**src/rtl/swbus_pkg.sv**
```systemverilog
package swbus_pkg;
  localparam int unsigned ID_W   = 4;
  localparam int unsigned BYTE_W = 8;
  localparam int unsigned REG_AW = 5;
  localparam logic [2:0] OP_WRITE  = 3'b010;
  localparam logic [7:0] OP_MASKED = 8'h19;

  typedef enum logic [1:0] {
    RX_IDLE,
    RX_ARMED,
    RX_CMD,
    RX_DATA
  } rx_state_e;

  typedef enum logic {
    KIND_PLAIN,
    KIND_MASKED
  } wr_kind_e;
endpackage

```
**src/rtl/swbus_sync.sv**
```systemverilog
module swbus_sync #(
  parameter int unsigned STAGES = 2
) (
  input  logic clk,
  input  logic rst_n,
  input  logic sclk_i,
  input  logic sdata_i,
  output logic sclk_lvl,
  output logic sdata_lvl,
  output logic sclk_fall,
  output logic sdata_rise,
  output logic sdata_fall
);
  localparam int unsigned NSIG = 2;

  logic [NSIG-1:0] raw;
  logic [NSIG-1:0] lvl;
  logic [NSIG-1:0] last;

  assign raw = {sdata_i, sclk_i};

  for (genvar i = 0; i < NSIG; i++) begin : g_line
    logic [STAGES-1:0] chain;
    always_ff @(posedge clk or negedge rst_n) begin
      if (!rst_n) begin
        chain   <= '0;
        last[i] <= 1'b0;
      end else begin
        chain   <= {chain[STAGES-2:0], raw[i]};
        last[i] <= chain[STAGES-1];
      end
    end
    assign lvl[i] = chain[STAGES-1];
  end

  assign sclk_lvl   = lvl[0];
  assign sdata_lvl  = lvl[1];
  assign sclk_fall  = last[0] & ~lvl[0];
  assign sdata_rise = ~last[1] & lvl[1];
  assign sdata_fall = last[1] & ~lvl[1];
endmodule

```
**src/rtl/swbus_frame_rx.sv**
```systemverilog
module swbus_frame_rx
  import swbus_pkg::*;
#(
  parameter int unsigned       ID_WIDTH = ID_W,
  parameter int unsigned       DATA_W   = BYTE_W,
  parameter logic [ID_W-1:0]   ID_BASE  = 4'h6
) (
  input  logic              clk,
  input  logic              rst_n,
  input  logic              id_sel_i,
  input  logic              sclk_lvl,
  input  logic              sdata_lvl,
  input  logic              sclk_fall,
  input  logic              sdata_rise,
  input  logic              sdata_fall,
  output logic              wr_valid_o,
  output logic [DATA_W-1:0] wr_addr_o,
  output logic [DATA_W-1:0] wr_mask_o,
  output logic [DATA_W-1:0] wr_data_o
);
  localparam int unsigned CMD_W = ID_WIDTH + DATA_W + 1;
  localparam int unsigned DAT_W = DATA_W + 1;
  localparam int unsigned CNT_W = $clog2(CMD_W);
  localparam logic [CNT_W-1:0] CMD_LAST = CNT_W'(CMD_W - 1);
  localparam logic [CNT_W-1:0] DAT_LAST = CNT_W'(DAT_W - 1);

  rx_state_e         state;
  wr_kind_e          kind;
  logic [CNT_W-1:0]  bit_cnt;
  logic [1:0]        frames_left;
  logic [CMD_W-2:0]  shreg;
  logic              par;
  logic [DATA_W-1:0] addr_q;
  logic [DATA_W-1:0] mask_q;

  logic [CMD_W-1:0]    word;
  logic [ID_WIDTH-1:0] my_id;
  logic [ID_WIDTH-1:0] sa_in;
  logic [DATA_W-1:0]   byte_in;
  logic                last_bit;
  logic                par_ok;
  logic                in_frame;

  assign word     = {shreg, sdata_lvl};
  assign my_id    = {ID_BASE[ID_WIDTH-1:1], id_sel_i};
  assign sa_in    = word[CMD_W-1 -: ID_WIDTH];
  assign byte_in  = word[DATA_W:1];
  assign in_frame = (state == RX_CMD) || (state == RX_DATA);
  assign last_bit = (state == RX_CMD) ? (bit_cnt == CMD_LAST) : (bit_cnt == DAT_LAST);
  assign par_ok   = par ^ sdata_lvl;

  always_ff @(posedge clk or negedge rst_n) begin
    if (!rst_n) begin
      state       <= RX_IDLE;
      kind        <= KIND_PLAIN;
      bit_cnt     <= '0;
      frames_left <= '0;
      shreg       <= '0;
      par         <= 1'b0;
      addr_q      <= '0;
      mask_q      <= '0;
      wr_valid_o  <= 1'b0;
      wr_addr_o   <= '0;
      wr_mask_o   <= '0;
      wr_data_o   <= '0;
    end else begin
      wr_valid_o <= 1'b0;
      if (sdata_rise && !sclk_lvl) begin
        state <= RX_ARMED;
      end else if (sdata_fall && !sclk_lvl && state == RX_ARMED) begin
        state   <= RX_CMD;
        bit_cnt <= '0;
        par     <= 1'b0;
      end else if (sclk_fall && state == RX_ARMED) begin
        state <= RX_IDLE;
      end else if (sclk_fall && in_frame) begin
        shreg   <= word[CMD_W-2:0];
        par     <= par ^ sdata_lvl;
        bit_cnt <= bit_cnt + 1'b1;
        if (last_bit) begin
          bit_cnt <= '0;
          par     <= 1'b0;
          if (!par_ok) begin
            state <= RX_IDLE;
          end else if (state == RX_CMD) begin
            if (sa_in != my_id) begin
              state <= RX_IDLE;
            end else if (byte_in[DATA_W-1:REG_AW] == OP_WRITE) begin
              kind        <= KIND_PLAIN;
              addr_q      <= DATA_W'(byte_in[REG_AW-1:0]);
              frames_left <= 2'd1;
              state       <= RX_DATA;
            end else if (byte_in == OP_MASKED) begin
              kind        <= KIND_MASKED;
              frames_left <= 2'd3;
              state       <= RX_DATA;
            end else begin
              state <= RX_IDLE;
            end
          end else begin
            frames_left <= frames_left - 1'b1;
            if (frames_left == 2'd3) begin
              addr_q <= byte_in;
            end else if (frames_left == 2'd2) begin
              mask_q <= byte_in;
            end else begin
              wr_valid_o <= 1'b1;
              wr_addr_o  <= addr_q;
              wr_mask_o  <= (kind == KIND_MASKED) ? mask_q : '0;
              wr_data_o  <= byte_in;
              state      <= RX_IDLE;
            end
          end
        end
      end
    end
  end
endmodule

```
**src/rtl/swbus_trig_regs.sv**
```systemverilog
module swbus_trig_regs
  import swbus_pkg::*;
#(
  parameter int unsigned       DATA_W    = BYTE_W,
  parameter int unsigned       NUM_TRIG  = 3,
  parameter int unsigned       EN_LSB    = 3,
  parameter logic [BYTE_W-1:0] CTRL_ADDR = 8'h01,
  parameter logic [BYTE_W-1:0] TRIG_ADDR = 8'h1C
) (
  input  logic                clk,
  input  logic                rst_n,
  input  logic                wr_valid,
  input  logic [DATA_W-1:0]   wr_addr,
  input  logic [DATA_W-1:0]   wr_mask,
  input  logic [DATA_W-1:0]   wr_data,
  output logic [DATA_W-1:0]   ctrl_o,
  output logic [NUM_TRIG-1:0] trig_en_o
);
  localparam int unsigned EN_MSB = EN_LSB + NUM_TRIG - 1;

  logic [DATA_W-1:0]   active_q;
  logic [DATA_W-1:0]   shadow_q;
  logic [NUM_TRIG-1:0] en_q;
  logic                any_en;
  logic [DATA_W-1:0]   ctrl_base;
  logic [DATA_W-1:0]   ctrl_new;
  logic [DATA_W-1:0]   trig_cur;
  logic [DATA_W-1:0]   trig_new;
  logic [NUM_TRIG-1:0] fire;

  assign any_en    = |en_q;
  assign ctrl_base = any_en ? shadow_q : active_q;
  assign ctrl_new  = (ctrl_base & wr_mask) | (wr_data & ~wr_mask);

  always_comb begin
    trig_cur = '0;
    trig_cur[EN_MSB:EN_LSB] = en_q;
  end

  assign trig_new = (trig_cur & wr_mask) | (wr_data & ~wr_mask);

  for (genvar k = 0; k < NUM_TRIG; k++) begin : g_fire
    assign fire[k] = trig_new[k] & en_q[k];
  end

  always_ff @(posedge clk or negedge rst_n) begin
    if (!rst_n) begin
      active_q <= '0;
      shadow_q <= '0;
      en_q     <= '0;
    end else if (wr_valid) begin
      if (wr_addr == CTRL_ADDR) begin
        shadow_q <= ctrl_new;
        if (!any_en) begin
          active_q <= ctrl_new;
        end
      end else if (wr_addr == TRIG_ADDR) begin
        en_q <= trig_new[EN_MSB:EN_LSB];
        if (|fire) begin
          active_q <= shadow_q;
        end
      end
    end
  end

  assign ctrl_o    = active_q;
  assign trig_en_o = en_q;
endmodule

```
**src/rtl/swbus_trig_slave.sv**
```systemverilog
module swbus_trig_slave
  import swbus_pkg::*;
#(
  parameter int unsigned SYNC_STAGES = 2,
  parameter int unsigned NUM_TRIG    = 3
) (
  input  logic                clk,
  input  logic                rst_n,
  input  logic                sclk_i,
  input  logic                sdata_i,
  input  logic                id_sel_i,
  output logic [BYTE_W-1:0]   sw_ctrl_o,
  output logic [NUM_TRIG-1:0] trig_en_o
);
  logic              sclk_lvl;
  logic              sdata_lvl;
  logic              sclk_fall;
  logic              sdata_rise;
  logic              sdata_fall;
  logic              wr_valid;
  logic [BYTE_W-1:0] wr_addr;
  logic [BYTE_W-1:0] wr_mask;
  logic [BYTE_W-1:0] wr_data;

  swbus_sync #(.STAGES(SYNC_STAGES)) u_sync (
    .clk       (clk),
    .rst_n     (rst_n),
    .sclk_i    (sclk_i),
    .sdata_i   (sdata_i),
    .sclk_lvl  (sclk_lvl),
    .sdata_lvl (sdata_lvl),
    .sclk_fall (sclk_fall),
    .sdata_rise(sdata_rise),
    .sdata_fall(sdata_fall)
  );

  swbus_frame_rx #(.ID_WIDTH(ID_W), .DATA_W(BYTE_W), .ID_BASE(4'h6)) u_rx (
    .clk       (clk),
    .rst_n     (rst_n),
    .id_sel_i  (id_sel_i),
    .sclk_lvl  (sclk_lvl),
    .sdata_lvl (sdata_lvl),
    .sclk_fall (sclk_fall),
    .sdata_rise(sdata_rise),
    .sdata_fall(sdata_fall),
    .wr_valid_o(wr_valid),
    .wr_addr_o (wr_addr),
    .wr_mask_o (wr_mask),
    .wr_data_o (wr_data)
  );

  swbus_trig_regs #(.DATA_W(BYTE_W), .NUM_TRIG(NUM_TRIG)) u_regs (
    .clk      (clk),
    .rst_n    (rst_n),
    .wr_valid (wr_valid),
    .wr_addr  (wr_addr),
    .wr_mask  (wr_mask),
    .wr_data  (wr_data),
    .ctrl_o   (sw_ctrl_o),
    .trig_en_o(trig_en_o)
  );
endmodule

```
**config.mk**
```make
export PLATFORM = sky130hd
export DESIGN_NAME = swbus_trig_slave
export DESIGN_NICKNAME = d
export VERILOG_FILES = /design/src/rtl/swbus_pkg.sv /design/src/rtl/swbus_sync.sv /design/src/rtl/swbus_frame_rx.sv /design/src/rtl/swbus_trig_regs.sv /design/src/rtl/swbus_trig_slave.sv
export SDC_FILE = /design/constraint.sdc
export NUM_CORES = 1
export LEC_CHECK = 0
export BUFFER_PORTS_ARGS = -buffer_cell sky130_fd_sc_hd__buf_2
export CORE_UTILIZATION = 50
export DETAILED_ROUTE_END_ITERATION = 16
export PLACE_DENSITY = 0.65
export SYNTH_ARGS = -nofsm -noshare
export SYNTH_HDL_FRONTEND = slang
export SYNTH_SLANG_ARGS = --single-unit
```
**constraint.sdc**
```tcl
create_clock -name clk -period 3.3 [get_ports clk]
set_input_delay 0.495 -clock clk [delete_from_list [all_inputs] [get_ports clk]]
set_output_delay 0.495 -clock clk [all_outputs]
set_load 0.01 [all_outputs]
```
==> impl_metrics.toml, run 1 <==
[status]
outcome = "completed"

[global_routing]
grt_usage_pct = 18.8
grt_pass1_vias = 2356
grt_max_degree = 89
antenna_found_initial = 0
overflow = 0
grt_pass1_wl_um = 12100

[hold_path]
hold_depth = 1
whs_endpoint = "u_sync.g_line[1].chain[0]"
min_path_type = "input port to flop"
hold_start = "sdata_i"

[critical_path]
cp_max_fo = 16
critPathLaunchType = "flop"
r2r_end = "u_regs.ctrl_o[3]"
crit_required_ps = 3520
end_kind = "flop"
crit_chain = "nor4_1 > nand2_2 > a311o_1 > nand2_1 > o21ai_0"
r2r_setup_slack_ps = 1100
criticalPathCategory = "flop to flop"
arrival_ps = 2420
r2r_start = "u_rx.wr_addr_o[1]"
max_stage_delay_ps = 590
slowest_stage = "a311o_1"
reg2reg_depth = 5

[yosys]
yosys-top-cells-area = "dfrtp_1, mux2_2, mux2_4, mux2i_1, nand2_1"
synth_enable_flop_cells = 0
yosys_register_bits = 88
synth_top_area_share_pct = 55.5
syn_nets = 333
post_synth_num_cell_types = 46
synthCells = 323
synth_area_um2 = 3970
yosysWarnings = 0
ys_seq_area_share_pct = 55.5
async_reset_ff_share_pct = 100
synth_ff_type = "dfrtp_1"
synth_area_leader_cell = "dfrtp_1"
syn_avg_cell_area_um2 = 12.3

[power]
ir_worst_vdd_v = 0.000201
switchingPower_w = 0.000472
leakagePower_nw = 2.21
clock_power_share_pct = 36.0
power_w = 0.00191
p_comb_share_pct = 4.8
power_density_nw_per_um2 = 440
seqPwrFrac_pct = 59.2
p_int_w = 0.00143
p_sw_share_pct = 24.8

[placed_design]
place_congestion = 0.744
dpl.hpwl_um = 4680
portBuffers = 15

[cells_and_area]
diodes = 0
area_growth_pct = 8.98
finalNetCount = 354
layout_common_cells = "dfrtp_1, nand2_1, mux2_2"
final_common_cell = "dfrtp_1"
drive_above_1_share_pct = 26.1

[cts]
cts_setup_buffers = 0
cts_buffers = 9
clk_latency_ps = 360
cts_hold_buf = 0
clock-sinks = 88
cts_tree = "yes"
htreeDepth = 3
cts_resized = 0
root_buffer = "clkbuf_8"
cts_buffer_depth = 2
clkTransAtPathRegs_ps = 80

[timing]
rsz0062_at_grt = "no"
report.final.slew_viol_count = 0
setup-tns-final_ps = 0
final.period_utilization_pct = 66.7
fin_crit_ps = 2200
worst_pin_slew_ps = 1100
hold_viol_final = 0
maxSlewHeadroom_pct = 26.8
fmax_mhz = 454
skew_ps = 11.4
setup_viol = 0

[floorplanning]
dieArea_um2 = 8300
core_area_um2 = 7690
initial_core_util_pct = 51.7
die_h_um = 91.1
row_count = 32
io_pins = 16
die_x_um = 91.1

[route]
dr.first_iter.drc_count = 140
drc = 0
vias = 2455
drt_first_pass_iters = 4
wl_per_cell_um = 15.3
ant_nets = 0
drt-total-wl_um = 6920
vias_per_cell = 5.44

[job]
maxCapViolCount = 0
-- synth_stat cells (2+ instances only) --
master and instances:
dfrtp_1 88, nand2_1 39, mux2_2 38, nor2_1 21, o21ai_0 21, mux2i_1 16
mux2_4 14, a21oi_1 12, ha_1 5, inv_1 5, o21bai_1 5, a22o_1 4
buf_2 3, nand3_1 3, nor2b_1 3, nor3b_1 3, or4_1 3, a21o_1 2
a32o_1 2, buf_1 2, buf_6 2, nand2b_1 2, nand3b_1 2, nor3_1 2
o21ai_1 2, o31ai_1 2, or3_1 2, xnor2_1 2
-- worst max-delay path by stage --
stage / start / end / slack [ps]
4_1_cts: u_rx.wr_addr_o[1] / u_regs.ctrl_o[2] / 1070
3_5_place_dp: u_rx.wr_addr_o[1] / u_regs.ctrl_o[7] / 1080
6_report: u_rx.wr_addr_o[1] / u_regs.ctrl_o[3] / 1100
3_3_place_gp: u_rx.wr_addr_o[1] / u_regs.ctrl_o[3] / 1100
2_1_floorplan: u_rx.bit_cnt[0] / u_rx.wr_addr_o[0] / 1350
5_1_grt: u_rx.wr_addr_o[1] / u_regs.ctrl_o[1] / 830
-- per-stage QoR --
stage               cell area [µm²]  cells  hold WS, ps  util [%]  worst slack (ps)
floorplan                      3970    323          199         -              1350
global placement               4150    435          333      54.0              1100
detailed placement             4150    435          336      54.0              1080
CTS                            4330    451          223      56.3              1070
global route                   4330    451          224      56.3               832
finish                         4330    451          239      56.3              1100
-- power groups by stage --
stage	clock (W)	combinational, W	sequential (W)
final	0.000686	0.0000918	0.00113
after global routing	0.000748	0.000104	0.00113
after CTS	0.000709	0.0000940	0.00113
after detailed placement	0	0.0000933	0.00115
after global placement	0	0.0000936	0.00115
after floorplan	0	0.0000608	0.00114
-- logic make-up (layout without fill, tap and decap cells) --
kind of cell               count (synthesis)  in the layout  share of synthesized area, %
AOI/OAI and AO/OA                         55             55                          8.51
xor gates and xnor gates                   4              4                          1.07
adders and majority gates                  5              5                          1.58
buffers and inverters                     13             39                          1.70
DFF                                       88             88                          55.5
muxes                                     68             68                          20.1
and+or+nand+nor                           90             90                          11.6
-- cell type report --
cell class | instances | area [µm²]
Multi-Input combinational cell | 222 | 1700
Clock buffer | 10 | 138
Tap cell | 102 | 128
Fill cell | 685 | 3360
Inverter | 5 | 18.8
Clock inverter | 6 | 40.0
Timing Repair Buffer | 18 | 100
Sequential cell | 88 | 2200
-- routing by layer --
layer  vias up  share of wire (%)  GRT usage [%]
li1       1197                  -              -
met1      1202                 49           26.0
met2        43                 46           28.5
met3        13                2.8           2.76
met4         0                2.6           10.2
met5         -                  0              0
-- critical path, delay by kind of cell, from the launching register on --
| kind | cells | cell delay, ps |
|---|---|---|
| compound gates | 2 | 670 |
| flops | 1 | 390 |
| simple gates | 3 | 990 |
-- flip-flops by register name, summed over array words and instances, names as in the netlist, named ones only --
signal,flops
u_rx.shreg,12
u_regs.ctrl_o,8
u_regs.shadow_q,8
u_rx.addr_q,8
u_rx.mask_q,8
u_rx.wr_addr_o,8
u_rx.wr_data_o,8
u_rx.wr_mask_o,8
u_rx.bit_cnt,4
u_sync.g_line.chain,4
u_rx.frames_left,2
u_rx.state,2
u_sync.last,2
u_rx.kind,1
u_rx.par,1
u_rx.wr_valid_o,1
(Power assumes the default switching activity.)
==> run 2: changes to the inputs <==
ABC_AREA = 1   (was default)
PLACE_DENSITY = 0.67   (was 0.65)
clock period = 1.85 ns   (was 3.3 ns; I/O delays follow)
==> impl_metrics.toml, run 2 <==
[global_routing]
antenna_found_initial = 0
met3_usage_pct = 3.27
grt_usage_pct = 21.8
busiest_layer = "met2"
grt_pass1_wl_um = 15100
grt_pass1_vias = 3221
grt_use_met1_pct = 30.2
grt_max_degree = 47
overflow = 0
use_met2_pct = 35.2

[cts]
root_buffer = "clkbuf_8"
clkTransAtPathRegs_ps = 90
cts_buffer_depth = 2
htreeDepth = 3
clk_latency_ps = 350
cts_buffers = 9
cts_tree = "yes"
clock-sinks = 88
cts_setup_buffers = 0

[power]
clock_power_share_pct = 36.7
leakagePower_nw = 2.47
power_w = 0.00399
seqPwrFrac_pct = 52.7
switchingPower_w = 0.00105
p_int_w = 0.00294
p_comb_share_pct = 10.5
p_sw_share_pct = 26.3
ir_worst_vdd_v = 0.000554
power_density_nw_per_um2 = 816

[cells_and_area]
area_growth_pct = 11.7
n_fill_cell = 745
largest_reg_flops = 12
final_common_cell = "nand2_1"
diodes = 0
finalNetCount = 563
drive_above_1_share_pct = 21.1
largest-register = "u_rx.shreg"
fin_area_um2 = 4890
layout_common_cells = "nand2_1, dfrtp_1, nand3_1"

[route]
vias = 3371
drc = 0
vias_per_cell = 5.08
ant_nets = 0
dr.first_iter.drc_count = 129
drt_first_pass_iters = 4
wl_per_cell_um = 13.5
drt-total-wl_um = 8960

[timing]
setup_viol = 0
fmax_mhz = 570
report.final.slew_viol_count = 0
hold_viol_final = 0
worst_pin_slew_ps = 449
skew_ps = 13.9
setup-tns-final_ps = 0
maxSlewHeadroom_pct = 70.1
fin_crit_ps = 1750
final.period_utilization_pct = 94.8
rsz0062_at_grt = "no"

[floorplanning]
row_count = 33
io_pins = 16
initial_core_util_pct = 52.5
core_area_um2 = 8340
die_x_um = 95.5
die_h_um = 95.5
dieArea_um2 = 9130

[status]
outcome = "completed"

[yosys]
synth_top_area_share_pct = 50.3
yosys-top-cells-area = "dfrtp_1, nand2_1, o21ai_2, nand3_1, inv_1"
yosysMostFrequentCell = "nand2_1"
synth_enable_flop_cells = 0
synth_ff_type = "dfrtp_1"
synth_area_um2 = 4380
yosysWarnings = 0
syn_avg_cell_area_um2 = 8.33
synthCells = 525
yosys_register_bits = 88
async_reset_ff_share_pct = 100
ys_seq_area_share_pct = 50.3
synthTopCellsByCount = "nand2_1, dfrtp_1, nand3_1"
synth_area_leader_cell = "dfrtp_1"
post_synth_num_cell_types = 30
syn_nets = 535

[critical_path]
critPathLaunchType = "flop"
criticalPathCategory = "flop to flop"
r2r_start = "u_rx.frames_left[1]"
crit_required_ps = 2080
cp-startpoint = "u_rx.frames_left[1]"
arrival_ps = 1980
crit_chain = "ha_1 > or2_2 > nor2_2 > nand2_8 > buf_12 > nand2_2 > o21ai_2"
end_kind = "flop"
slowest_stage = "dfrtp_1"
max_stage_delay_ps = 430
cp_max_fo = 20

[job]
maxCapViolCount = 0

[hold_path]
min_path_type = "input port to flop"
hold_start = "sdata_i"

[placed_design]
place_congestion = 0.899
dpl_cell_area_um2 = 4640
dpl.hpwl_um = 6610
portBuffers = 15
[run 2: final timing paths]
check,cells after the start,slack [ps],end
max,7,100,u_rx.wr_data_o[1]
min,1,30,u_sync.g_line[1].chain[0]
max reg2reg,7,100,u_rx.wr_data_o[1]
min reg2reg,0,360,u_sync.g_line[0].chain[1]
max in group asynchronous,3,880,u_rx.addr_q[3]
min in group asynchronous,2,290,u_regs.ctrl_o[0]
[run 2: cells by family after synthesis]
family / after synthesis / synth area share [%]
AND/OR/NAND/NOR: 309 / 32.1
AO/OA/AOI/OAI: 61 / 9.41
flip-flops: 88 / 50.3
adder cells (fa/ha/maj): 5 / 1.43
XOR/XNOR: 2 / 0.400
buffers and inverters: 60 / 6.38
[run 2: power groups by stage]
stage | Combinational [W] | Clock, W | Sequential (W)
CTS | 0.000422 | 0.00149 | 0.00210
detailed placement | 0.000417 | 0 | 0.00214
global placement | 0.000407 | 0 | 0.00214
global route | 0.000489 | 0.00158 | 0.00211
floorplan | 0.000290 | 0 | 0.00211
finish | 0.000419 | 0.00147 | 0.00210
[run 2: metrics by stage]
step | setup slack (ps) | util (%) | std cells | hold WS (ps)
after floorplan | 198 | - | 525 | -18.1
after global placement | 161 | 55.6 | 646 | 118
after detailed placement | 88.5 | 55.6 | 646 | 117
after CTS | 51.7 | 58.4 | 663 | 10.3
after global routing | 2.22 | 58.6 | 663 | 3.18
final | 95.6 | 58.6 | 663 | 26.5
[run 2: area by class of cell]
| cell class | instances | area (µm²) | area share (%) |
|---|---|---|---|
| Multi-Input combinational cell | 377 | 1910 | 39.1 |
| Clock inverter | 5 | 80.1 | 1.64 |
| Clock buffer | 11 | 141 | 2.89 |
| Inverter | 47 | 176 | 3.61 |
| Timing Repair Buffer | 30 | 246 | 5.04 |
| Tap cell | 105 | 131 | 2.69 |
| Sequential cell | 88 | 2200 | 45.0 |
[run 2: critical path, delay by kind of cell, from the launching register on]
| family | cells | cell delay, ps |
|---|---|---|
| buf+inv | 1 | 180 |
| compound gates | 1 | 50 |
| flops | 1 | 430 |
| simple gates | 4 | 750 |
| fa+ha+maj | 1 | 210 |
[run 2: routing by layer]
metal | part of all wire, % | routed length, µm
met3 | 3.3 | 292
met2 | 46 | 4110
met4 | 1.6 | 143
met1 | 49 | 4410
met5 | 0 | 0
[run 2: what timing repair did]
item                                    in CTS  in global routing
hold buffers                                 1                  0
endpoints found under the setup margin       0                 23
gates resized for setup                      0                  5
hold endpoints to repair                    18                  0
==> run 3: changes to the inputs <==
PLACE_DENSITY = 0.65   (was 0.67)
clock period = 2.06 ns   (was 1.85 ns; I/O delays follow)
==> impl_metrics.toml, run 3 (synthesis gave the netlist of run 2 again) <==
[critical_path]
criticalPathCategory = "flop to flop"
arrival_ps = 2170
cp_num_buf_inv = 3
critPathLaunchType = "flop"
crit_chain = "inv_1 > ha_1 > nand2_1 > inv_2 > nand2_2 > nor2_8 > nand2_4 > nor2_8 > nand2_4 > buf_12 > nand2_2 > o21ai_2"
crit_required_ps = 2300
max_stage_delay_ps = 410
cp_max_fo = 28
critPathTopFamily = "simple AND/OR/NAND/NOR gates"
end_kind = "flop"
slowest_stage = "dfrtp_1"

[cells_and_area]
fin_area_um2 = 4810
area_growth_pct = 9.89
finalNetCount = 558
largest_reg_flops = 12
drive_above_1_share_pct = 20.1
layout_common_cells = "nand2_1, dfrtp_1, nand3_1"
largest-register = "u_rx.shreg"
diodes = 0
final_common_cell = "nand2_1"
n_fill_cell = 789

[job]
maxCapViolCount = 0

[route]
drc = 0
vias = 3400
ant_nets = 0
drt_first_pass_iters = 7
drt-total-wl_um = 8890
vias_per_cell = 5.17
wl_per_cell_um = 13.5
dr.first_iter.drc_count = 209

[timing]
hold_viol_final = 0
fin_hold_ws_ps = 62.8
fin_crit_ps = 1930
setup_viol = 0
skew_ps = 12.8
worst_pin_slew_ps = 483
fmax_mhz = 519
rsz0062_at_grt = "no"
final.period_utilization_pct = 93.5
maxSlewHeadroom_pct = 67.8
setup-tns-final_ps = 0
report.final.slew_viol_count = 0

[cts]
cts_tree = "yes"
clk_latency_ps = 350
cts_setup_buffers = 0
cts_buffers = 9
cts_buffer_depth = 2
clock-sinks = 88
htreeDepth = 3
clkTransAtPathRegs_ps = 90
root_buffer = "clkbuf_8"

[global_routing]
overflow = 0
met3_usage_pct = 3.11
grt_pass1_vias = 3205
grt_use_met1_pct = 31.4
grt_usage_pct = 21.7
antenna_found_initial = 0
use_met2_pct = 34.1
grt_max_degree = 38
busiest_layer = "met2"
grt_pass1_wl_um = 15200

[floorplanning]
die_h_um = 95.5
io_pins = 16
die_x_um = 95.5
core_area_um2 = 8340
row_count = 33
dieArea_um2 = 9130
initial_core_util_pct = 52.5

[power]
ir_worst_vdd_v = 0.000509
power_density_nw_per_um2 = 743
leakagePower_nw = 2.44
seqPwrFrac_pct = 52.8
switchingPower_w = 0.000965
p_int_w = 0.00261
p_sw_share_pct = 27.0
p_comb_share_pct = 10.4
clock_power_share_pct = 36.8

[hold_path]
min_path_type = "input port to flop"

[placed_design]
dpl_cell_area_um2 = 4570
dpl.hpwl_um = 6610
portBuffers = 15
place_congestion = 0.838

[status]
outcome = "completed"
==> run 3: metrics by stage <==
stage,setup WS (ps),util (%),std cells,power [W]
floorplan,408,-,525,0.00216
global placement,214,54.8,641,0.00228
detailed placement,159,54.8,641,0.00229
CTS,135,57.6,658,0.00361
global route,4.96,57.7,658,0.00373
finish,135,57.7,658,0.00357
==> run 3: repair_timing <==
| action | in CTS | in global routing |
|---|---|---|
| gates resized for setup | 0 | 1 |
| endpoints found under the setup margin | 0 | 8 |
| hold buffers | 1 | 0 |
| hold endpoints to repair | 33 | 0 |
==> run 3: area by class of cell <==
| class | instances | area (µm²) | area share [%] |
|---|---|---|---|
| Inverter | 47 | 176 | 3.67 |
| Clock buffer | 9 | 124 | 2.58 |
| Sequential cell | 88 | 2200 | 45.8 |
| Tap cell | 105 | 131 | 2.73 |
| Multi-Input combinational cell | 377 | 1900 | 39.5 |
| Timing Repair Buffer | 25 | 180 | 3.75 |
| Clock inverter | 7 | 95.1 | 1.98 |
==> run 3: layer usage <==
layer / wire length (µm) / share of wire, %
met4: 124 / 1.4
met1: 4520 / 51
met3: 250 / 2.8
met5: 0 / 0
met2: 3990 / 45
==> run 3: final timing paths <==
kind	cells after the start	slack, ps	end	start
max reg2reg	12	130	u_rx.wr_data_o[1]	u_rx.bit_cnt[0]
max	12	130	u_rx.wr_data_o[1]	u_rx.bit_cnt[0]
min in group asynchronous	2	440	u_regs.ctrl_o[1]	rst_n
min	1	60	u_sync.g_line[1].chain[0]	sdata_i
max in group asynchronous	3	980	u_sync.g_line[1].chain[0]	rst_n
min reg2reg	0	360	u_sync.g_line[0].chain[1]	u_sync.g_line[0].chain[0]
==> run 3: power by group through the flow <==
| stage | Combinational (W) | Clock (W) | Sequential, W |
|---|---|---|---|
| after CTS | 0.000373 | 0.00135 | 0.00189 |
| after global routing | 0.000423 | 0.00141 | 0.00190 |
| after floorplan | 0.000260 | 0 | 0.00190 |
| after global placement | 0.000359 | 0 | 0.00192 |
| after detailed placement | 0.000372 | 0 | 0.00192 |
| final | 0.000370 | 0.00131 | 0.00189 |
==> run 3: worst register-to-register path: cells and delay by family (launching register included) <==
kind | cells | cell delay, ps
simple gates | 7 | 860
flops | 1 | 410
compound gates | 1 | 50
fa+ha+maj | 1 | 150
buf+inv | 3 | 360
